## config.mk

```make
export PLATFORM = sky130hd
export DESIGN_NAME = rtc_frac
export DESIGN_NICKNAME = d
export VERILOG_FILES = /design/src/rtl/rtc_frac_pkg.sv /design/src/rtl/rtc_frac_regs.sv /design/src/rtl/rtc_frac_phase.sv /design/src/rtl/rtc_frac_count.sv /design/src/rtl/rtc_frac.sv
export SDC_FILE = /design/constraint.sdc
export NUM_CORES = 1
export LEC_CHECK = 0
export BUFFER_PORTS_ARGS = -buffer_cell sky130_fd_sc_hd__buf_2
export CORE_ASPECT_RATIO = 0.9
export CORE_UTILIZATION = 59
export CTS_BUF_LIST = sky130_fd_sc_hd__clkbuf_4
export CTS_CLUSTER_DIAMETER = 80
export DETAILED_ROUTE_END_ITERATION = 12
export PLACE_DENSITY = 0.95
export SLEW_MARGIN = 30
export SYNTH_ARGS = -nofsm -noshare
export SYNTH_HDL_FRONTEND = slang
export SYNTH_HIERARCHICAL = 1
export SYNTH_SLANG_ARGS = --single-unit
```

## constraint.sdc

```tcl
create_clock -name clk -period 6.4 [get_ports clk]
set_input_delay 0.64 -clock clk [delete_from_list [all_inputs] [get_ports clk]]
set_output_delay 0.64 -clock clk [all_outputs]
set_load 0.05 [all_outputs]
```

## src/rtl/rtc_frac_pkg.sv

```systemverilog
package rtc_frac_pkg;

    // Address map: these offsets are decoded by software drivers.
    localparam logic [7:0] ADDR_CNT_LO = 8'h00;
    localparam logic [7:0] ADDR_CNT_HI = 8'h04;
    localparam logic [7:0] ADDR_NUM    = 8'h10;
    localparam logic [7:0] ADDR_DEN    = 8'h14;

    typedef enum logic {
        ST_RUN  = 1'b0,
        ST_HALT = 1'b1
    } phase_state_t;

endpackage

```

## src/rtl/rtc_frac_regs.sv

```systemverilog
module rtc_frac_regs #(
    parameter int          DATA_W  = 32,
    parameter int          ADDR_W  = 8,
    parameter logic [31:0] NUM_RST = 32'd4,
    parameter logic [31:0] DEN_RST = 32'd25
) (
    input  logic              clk,
    input  logic              rst_n,
    input  logic              wr_en,
    input  logic [ADDR_W-1:0] wr_addr,
    input  logic [DATA_W-1:0] wr_data,
    output logic [DATA_W-1:0] num_q,
    output logic [DATA_W-1:0] den_q,
    output logic [DATA_W-1:0] den_nxt
);
    import rtc_frac_pkg::*;

    logic hit_num, hit_den;

    always_comb begin
        hit_num = wr_en && (wr_addr == ADDR_W'(ADDR_NUM));
        hit_den = wr_en && (wr_addr == ADDR_W'(ADDR_DEN));
        den_nxt = hit_den ? wr_data : den_q;
    end

    always_ff @(posedge clk or negedge rst_n) begin
        if (!rst_n) begin
            num_q <= DATA_W'(NUM_RST);
            den_q <= DATA_W'(DEN_RST);
        end else begin
            if (hit_num) num_q <= wr_data;
            den_q <= den_nxt;
        end
    end

endmodule

```

## src/rtl/rtc_frac_phase.sv

```systemverilog
module rtc_frac_phase #(
    parameter int          FRAC_W  = 12,
    parameter logic [31:0] DEN_RST = 32'd25
) (
    input  logic              clk,
    input  logic              rst_n,
    input  logic [FRAC_W-1:0] num,
    input  logic [FRAC_W-1:0] den,
    input  logic [FRAC_W-1:0] den_nxt,
    output logic              tick
);
    import rtc_frac_pkg::*;

    localparam int ACC_W = FRAC_W + 1;
    localparam int SUM_W = ACC_W + 1;
    localparam phase_state_t ST_RST =
        (DEN_RST[FRAC_W-1:0] == '0) ? ST_HALT : ST_RUN;

    phase_state_t state_q, state_d;
    logic [ACC_W-1:0] acc_q, acc_d;
    logic [SUM_W-1:0] sum;

    // Next state follows the denominator that will be effective next edge.
    always_comb begin
        unique case (state_q)
            ST_RUN:  state_d = (den_nxt == '0) ? ST_HALT : ST_RUN;   // STOP
            ST_HALT: state_d = (den_nxt != '0) ? ST_RUN  : ST_HALT;  // RESUME
            default: state_d = ST_RUN;
        endcase
    end

    always_ff @(posedge clk or negedge rst_n) begin
        if (!rst_n) state_q <= ST_RST;
        else        state_q <= state_d;
    end

    // Output / datapath process.
    always_comb begin
        sum  = SUM_W'(acc_q) + SUM_W'(num);
        tick = 1'b0;
        acc_d = acc_q;
        unique case (state_q)
            ST_RUN: begin
                if (sum >= SUM_W'(den)) begin
                    tick  = 1'b1;
                    acc_d = ACC_W'(sum - SUM_W'(den));
                end else begin
                    acc_d = ACC_W'(sum);
                end
            end
            ST_HALT: begin
                tick  = 1'b0;
                acc_d = acc_q;
            end
            default: begin
                tick  = 1'b0;
                acc_d = acc_q;
            end
        endcase
    end

    always_ff @(posedge clk or negedge rst_n) begin
        if (!rst_n) acc_q <= '0;
        else        acc_q <= acc_d;
    end

endmodule

```

## src/rtl/rtc_frac_count.sv

```systemverilog
module rtc_frac_count #(
    parameter int CNT_W = 64
) (
    input  logic             clk,
    input  logic             rst_n,
    input  logic             tick,
    output logic [CNT_W-1:0] cnt_q
);
    always_ff @(posedge clk or negedge rst_n) begin
        if (!rst_n)    cnt_q <= '0;
        else if (tick) cnt_q <= cnt_q + CNT_W'(1);
    end
endmodule

```

## src/rtl/rtc_frac.sv

```systemverilog
module rtc_frac #(
    parameter int          DATA_W  = 32,
    parameter int          ADDR_W  = 8,
    parameter int          FRAC_W  = 12,
    parameter int          CNT_W   = 64,
    parameter logic [31:0] NUM_RST = 32'd4,
    parameter logic [31:0] DEN_RST = 32'd25
) (
    input  logic              clk,
    input  logic              rst_n,
    input  logic              wr_en,
    input  logic [ADDR_W-1:0] wr_addr,
    input  logic [DATA_W-1:0] wr_data,
    input  logic [ADDR_W-1:0] rd_addr,
    output logic [DATA_W-1:0] rd_data,
    output logic [CNT_W-1:0]  count_o
);
    import rtc_frac_pkg::*;

    localparam int CNT_WORDS = (CNT_W + DATA_W - 1) / DATA_W;
    localparam int CNT_PAD   = CNT_WORDS * DATA_W;

    logic [DATA_W-1:0]  num_q, den_q, den_nxt;
    logic               tick;
    logic [CNT_W-1:0]   cnt_q;
    logic [CNT_PAD-1:0] cnt_pad;

    rtc_frac_regs #(
        .DATA_W(DATA_W), .ADDR_W(ADDR_W), .NUM_RST(NUM_RST), .DEN_RST(DEN_RST)
    ) u_regs (
        .clk(clk), .rst_n(rst_n), .wr_en(wr_en), .wr_addr(wr_addr),
        .wr_data(wr_data), .num_q(num_q), .den_q(den_q), .den_nxt(den_nxt)
    );

    rtc_frac_phase #(
        .FRAC_W(FRAC_W), .DEN_RST(DEN_RST)
    ) u_phase (
        .clk(clk), .rst_n(rst_n),
        .num(num_q[FRAC_W-1:0]), .den(den_q[FRAC_W-1:0]),
        .den_nxt(den_nxt[FRAC_W-1:0]), .tick(tick)
    );

    rtc_frac_count #(.CNT_W(CNT_W)) u_count (
        .clk(clk), .rst_n(rst_n), .tick(tick), .cnt_q(cnt_q)
    );

    assign cnt_pad = CNT_PAD'(cnt_q);
    assign count_o = cnt_q;

    always_comb begin
        rd_data = '0;
        if (rd_addr == ADDR_W'(ADDR_NUM))         rd_data = num_q;
        else if (rd_addr == ADDR_W'(ADDR_DEN))    rd_data = den_q;
        else if (rd_addr == ADDR_W'(ADDR_CNT_LO)) rd_data = cnt_pad[DATA_W-1:0];
        else if (rd_addr == ADDR_W'(ADDR_CNT_HI) && CNT_WORDS > 1)
            rd_data = cnt_pad[CNT_PAD-1 -: DATA_W];
    end

endmodule

```

Word level (Yosys, flattened, before mapping)
Cells that the tools add are included.
Widths: inputs -> output; s select.
{ "totals": {"ff_bits": 142, "in_bits": 51, "out_inout_bits": 96, "wordCells": 33} }
{ "op_classes": {"n_addsub": 3, "n_lt_le_gt_ge": 1, "n_eq_ne": 5, "n_mux": 12, "bitwise": 1, "reduce_logical": 5} }
{ "ops": {"columns": ["cell", "n"], "rows": [
  ["$mux 32", 4],
  ["$add 64x1->64 const B", 1],
  ["$eq 8x5->1 const B", 4],
  ["$mux 13", 2],
  ["$add 13x12->14", 1],
  ["$ge 14x12->1", 1],
  ["$sub 13x12->13", 1],
  ["$logic_not 12->1", 1],
  ["$mux 12", 1],
  ["$reduce_bool 12->1", 1],
  ["$eq 8x3->1 const B", 1],
  ["$logic_not 8->1", 1],
  ["$pmux 1 s2", 2],
  ["$mux 1", 3],
  ["$logic_and 1x1->1", 2],
  ["$not 1->1", 1]
]} }

Longest topological paths before layout
{ "depth": {"ltp_word": 6, "depth_mapped": 21, "ltp_nobuf": 20} }

By module
Netlist, hierarchy kept.
{ "by_module_without_submodules": {"columns": ["module", "n_inst", "cells_each", "area_each_um2", "seq_area_each_um2"], "rows": [
  ["rtc_frac_count", 1, 285, 3098.0, 1601.5],
  ["rtc_frac_regs", 1, 139, 2723.9, 1606.5],
  ["rtc_frac_phase", 1, 247, 1970.6, 350.3],
  ["rtc_frac", 1, 79, 1017.2, 0.0]
]} }

Least setup slack after synthesis
No wires, ideal clock.
{ "synth_timing": {"path_type": "register to register", "start": "register u_regs.num_q[0]", "end": "register u_count.cnt_q[33]", "setup_ns": 0.082, "t_arrival_ns": 4.673, "required_time_ns": 6.318, "path_slack_ns": 1.644, "stages_incl_launch_ff": 20, "path_buffers": 1, "synth_period_minus_slack_ns": 4.756, "cell_sequence": "dfrtp_1 ha_1 inv_1 fa_1 nor2b_1 o2111ai_1 a31oi_1 nor4b_1 a311o_1 ha_1 nand4_1 o21ai_0 nor4_4 buf_4 a21oi_1 nand4_2 nor4_4 nand3_2 nor4_2 xor2_1"} }
{ "synth_via": {"elab_chain_len": 4} }
{ "synth_rtl": {"columns": ["element", "line_no", "text"], "rows": [
  ["start, declared", "rtc_frac_regs.sv:12", "output logic [DATA_W-1:0] num_q,"],
  ["start signal, assigned", "rtc_frac_regs.sv:28", "num_q <= DATA_W'(NUM_RST);"],
  ["start signal, assigned", "rtc_frac_regs.sv:31", "if (hit_num) num_q <= wr_data;"],
  ["$add 13x12->14", "rtc_frac_phase.sv:39", "sum = SUM_W'(acc_q) + SUM_W'(num);"],
  ["$ge 14x12->1", "rtc_frac_phase.sv:44", "if (sum >= SUM_W'(den)) begin"],
  ["$mux 1", "rtc_frac_phase.sv:44", null],
  ["$pmux 1 s2", "rtc_frac_phase.sv:42", "unique case (state_q)"],
  ["via tick", "rtc_frac.sv:24", "logic tick;"],
  ["end signal, assigned", "rtc_frac_count.sv:11", "else if (tick) cnt_q <= cnt_q + CNT_W'(1);"],
  ["end, declared", "rtc_frac_count.sv:7", "output logic [CNT_W-1:0] cnt_q"]
]} }
The timed path passes the listed nets, and every way through them passes these cells.
A chain may end at the register's enable or synchronous reset.

Worst setup path in the final report
{ "layout_timing": {"start": "register u_regs.num_q[0]", "end": "register u_count.cnt_q[52]"} }
Same word-level chain as after synthesis.

==> metrics.md <==
| Metric | Value |
|---|---|
| Core area | `14300 um^2` |
| Io pins | `147` |
| Post-synthesis simple-gate area fraction | `17.8%` |
| DRC | `0` |
| Final net count | `970` |
| Root Driver | `clkbuf_4` |
| TritonCTS buffer count | `17` |
| Most common flop cell mapped by yosys | `dfrtp_1` |
| Clk sinks | `142` |
| Amount of wire on met2 after detailed routing | `10800 um` |
| Mux cell area share after synthesis | `19.5%` |
| Hold_buf cts | `0` |
| Most common cell in the synthesized netlist | `dfrtp_1` |
| Initial drt markers | `646` |
| GPL Wtd Cong | `0.937` |
| Post_cts resized | `0` |
| Syn_area_per_cell | `11.7 um^2` |
| R2R Setup Slk | `740 ps` |
| Max Fclk | `177 MHz` |
| Mapped Area | `8810 um^2` |
| Detailed Place HPWL | `16800 um` |
| Final TNS setup | `0 ps` |
| Post-Route M1 WL | `9760 um` |
| Synthesized net count | `828` |
| Pleak | `4.98 nW` |
| Pin count of the biggest net entering global routing | `81` |
| Post-synth EDFFs | `0` |
| Slew Viols, Final | `0` |
| GRT Util Overall | `31.7%` |
| Number of synthesized register bits | `142` |
| Final WL | `23400 um` |
| Die area | `15400 um^2` |
| Kind of critical path | `reg -> reg` |
| Multi-input gate area | `4910 um^2` |
| Clk slew on worst S/H paths | `120 ps` |
| Final Hold Slack | `94.2 ps` |
| Max clock buf depth | `2` |
| Tmin final | `5660 ps` |
| Area growth from synthesis to layout | `12.3%` |
| Routed vias/inst | `6.36` |
| Final Setup Violations | `0` |
| Crit Path Max Fanout | `14` |
| CP Capture Type | `flip-flop` |
| Outcome | `finished, final reports clean` |
| Final Skew | `13.3 ps` |
| First-pass DRT Iterations | `5` |
| CTS tree | `built` |
| FF-to-FF Start | `u_regs/num_q[0]` |
| Post-CTS setup buffer count | `0` |
| Synth top area share | `39.2%` |
| Synth unique cells | `74` |
| Number of nets with antenna violations after routing | `0` |
| Vias in the first global route | `6937` |
| Slew at the pin closest to its max-slew limit | `862 ps` |
| Metal3 WL | `2190 um` |
| Synth Instances | `750` |
| Post-synthesis adder-cell area fraction | `4.01%` |
| VDD IR max | `0.141 mV` |
| Slew HR | `42.5%` |
| Max Cap Viol | `0` |
| Non-Filler Instances | `1098` |
| Htree depth | `4` |
| Critical Path RT | `6880 ps` |
| Synth cell count leaders | `138 x dfrtp_1, 60 x mux2_4, 53 x nor2_1, 42 x xor2_1` |
| R2R cell count | `18` |
| Power per standard cell area | `275 nW/um^2` |
| Hold/Removal Path Class | `in -> async` |
| Compound-gate portion of the synthesized area | `6.32%` |
| First-pass GRT wire length | `36700 um` |
| Total gr overflow | `0` |
| CP arrival | `6140 ps` |
| Die Span X | `131 um` |
| Highest Signal Layer | `met4` |
| Number of diodes | `0` |
| Tcrit/Tclk final | `88.4%` |
| Sequential element share of the synthesized area | `40.4%` |
| Crit Reg-Reg Endpoint | `u_count/cnt_q[52]` |
| Setup WS pre-CTS | `948 ps` |
| FFs w/ async S/R, synth | `100%` |
| Die Y | `118 um` |
| Wire per inst | `21.3 um` |
| Yosys warnings | `6` |
| Largest cells by area after synthesis | `dfrtp_1 39%, mux2_4 10%, mux4_2 7.7%` |
| Biggest area consumer among synthesized cells | `dfrtp_1` |
| FF/Latch Area | `3560 um^2` |
| Placed insts | `1066` |
| Initial Util | `61.6%` |
| Fill cell count | `952` |
| Number of antenna violations at the first check in global routing | `0` |
| Skew-Pair Late Insertion Delay | `560 ps` |
| IO Port Bufs | `146` |
| Largest family of logic cells by synthesized area | `multiplexers` |
| Rows | `41` |
| Critical Path Start Type | `flip-flop` |
| Hold Fails Final Rpt | `0` |
| Vias | `6986` |
| Ratio of cells with drive above 1 in the final layout | `35.7%` |
| Min setup slack post-route | `744 ps` |
| RSZ-0062 raised after global routing | `no` |
| Post-Synth XOR/XNOR Area | `7.95%` |
==> metal layers <==
metal | track usage, % | vias to the layer above
met4 | 10.8 | 0
met2 | 48.0 | 421
li1 | - | 3036
met1 | 44.2 | 3464
met3 | 8.23 | 65
met5 | 0 | -
==> layout make-up <==
cell class | count | area share [%]
inverter | 35 | 1.33
multi-input combinational | 546 | 49.7
clock buffer | 21 | 1.59
sequential | 142 | 36.0
tap | 193 | 2.44
clock inverter | 11 | 1.19
timing repair buffer | 150 | 7.78
==> power by group <==
group          switching, mW  internal (mW)
registers             0.0899          0.979
logic                  0.638          0.443
clock network          0.327          0.246
==> worst max-delay path by stage <==
stage | startpoint | cells past startpoint | to
floorplan | u_regs/num_q[0] | 19 | u_count/cnt_q[33]
global placement | u_regs/num_q[0] | 18 | u_count/cnt_q[52]
detailed placement | u_regs/num_q[0] | 18 | u_count/cnt_q[52]
CTS | u_regs/num_q[0] | 18 | u_count/cnt_q[48]
global route | u_regs/num_q[0] | 18 | u_count/cnt_q[38]
finish | u_regs/num_q[0] | 18 | u_count/cnt_q[52]
==> registers in the layout (all words and copies together), names as in the netlist <==
| name | flops |
|---|---|
| u_count/cnt_q | 64 |
| u_regs/den_q | 32 |
| u_regs/num_q | 32 |
| u_phase/acc_q | 13 |
| u_phase/state_q | 1 |
==> kinds of logic (layout without fill, tap and decap cells) <==
group           after synthesis  count (layout)
buf+inv                      62             217
mux                         100             100
compound gates               79              79
simple gates                260             260
fa+ha+maj                    27              27
flops                       142             142
xor+xnor                     80              80
==> cells in the final DEF (no fill, tap or decap), types with 21 or more instances in the layout <==
| master | count |
|---|---|
| xor2_1 | 42 |
| ha_1 | 25 |
| dfrtp_1 | 138 |
| nand4_1 | 21 |
| nor3_1 | 22 |
| buf_2 | 144 |
| mux4_2 | 30 |
| mux2_4 | 60 |
| nor2_1 | 52 |
| and3_1 | 36 |
| inv_1 | 35 |
| clkbuf_4 | 21 |
| xnor2_1 | 38 |
| nand3_1 | 30 |
| nand2_1 | 38 |
==> stage by stage <==
stage / total power, mW / utilization [%] / area, um^2
detailed placement: 2.13 / 67.2 / 9610
global route: 2.88 / 69.1 / 9890
floorplan: 1.90 / - / 8810
global placement: 2.10 / 67.1 / 9600
finish: 2.72 / 69.1 / 9890
CTS: 2.71 / 69.1 / 9890
==> critical path: stages (launching register included) <==
cell and delay (ps):
dfrtp_1 380, ha_1 200, inv_1 70, fa_1 410, nor2b_1 260, o2111ai_1 200, a31oi_1 320, nor4b_1 90
a311o_1 350, ha_1 320, nand4_1 130, o21ai_0 680, nor4_4 200, a21oi_1 500, nand4_1 300, nor3_2 330
nand4_2 330, nor3_1 310, xor2_1 190
No activity file was read; power rests on OpenSTA's default activity.
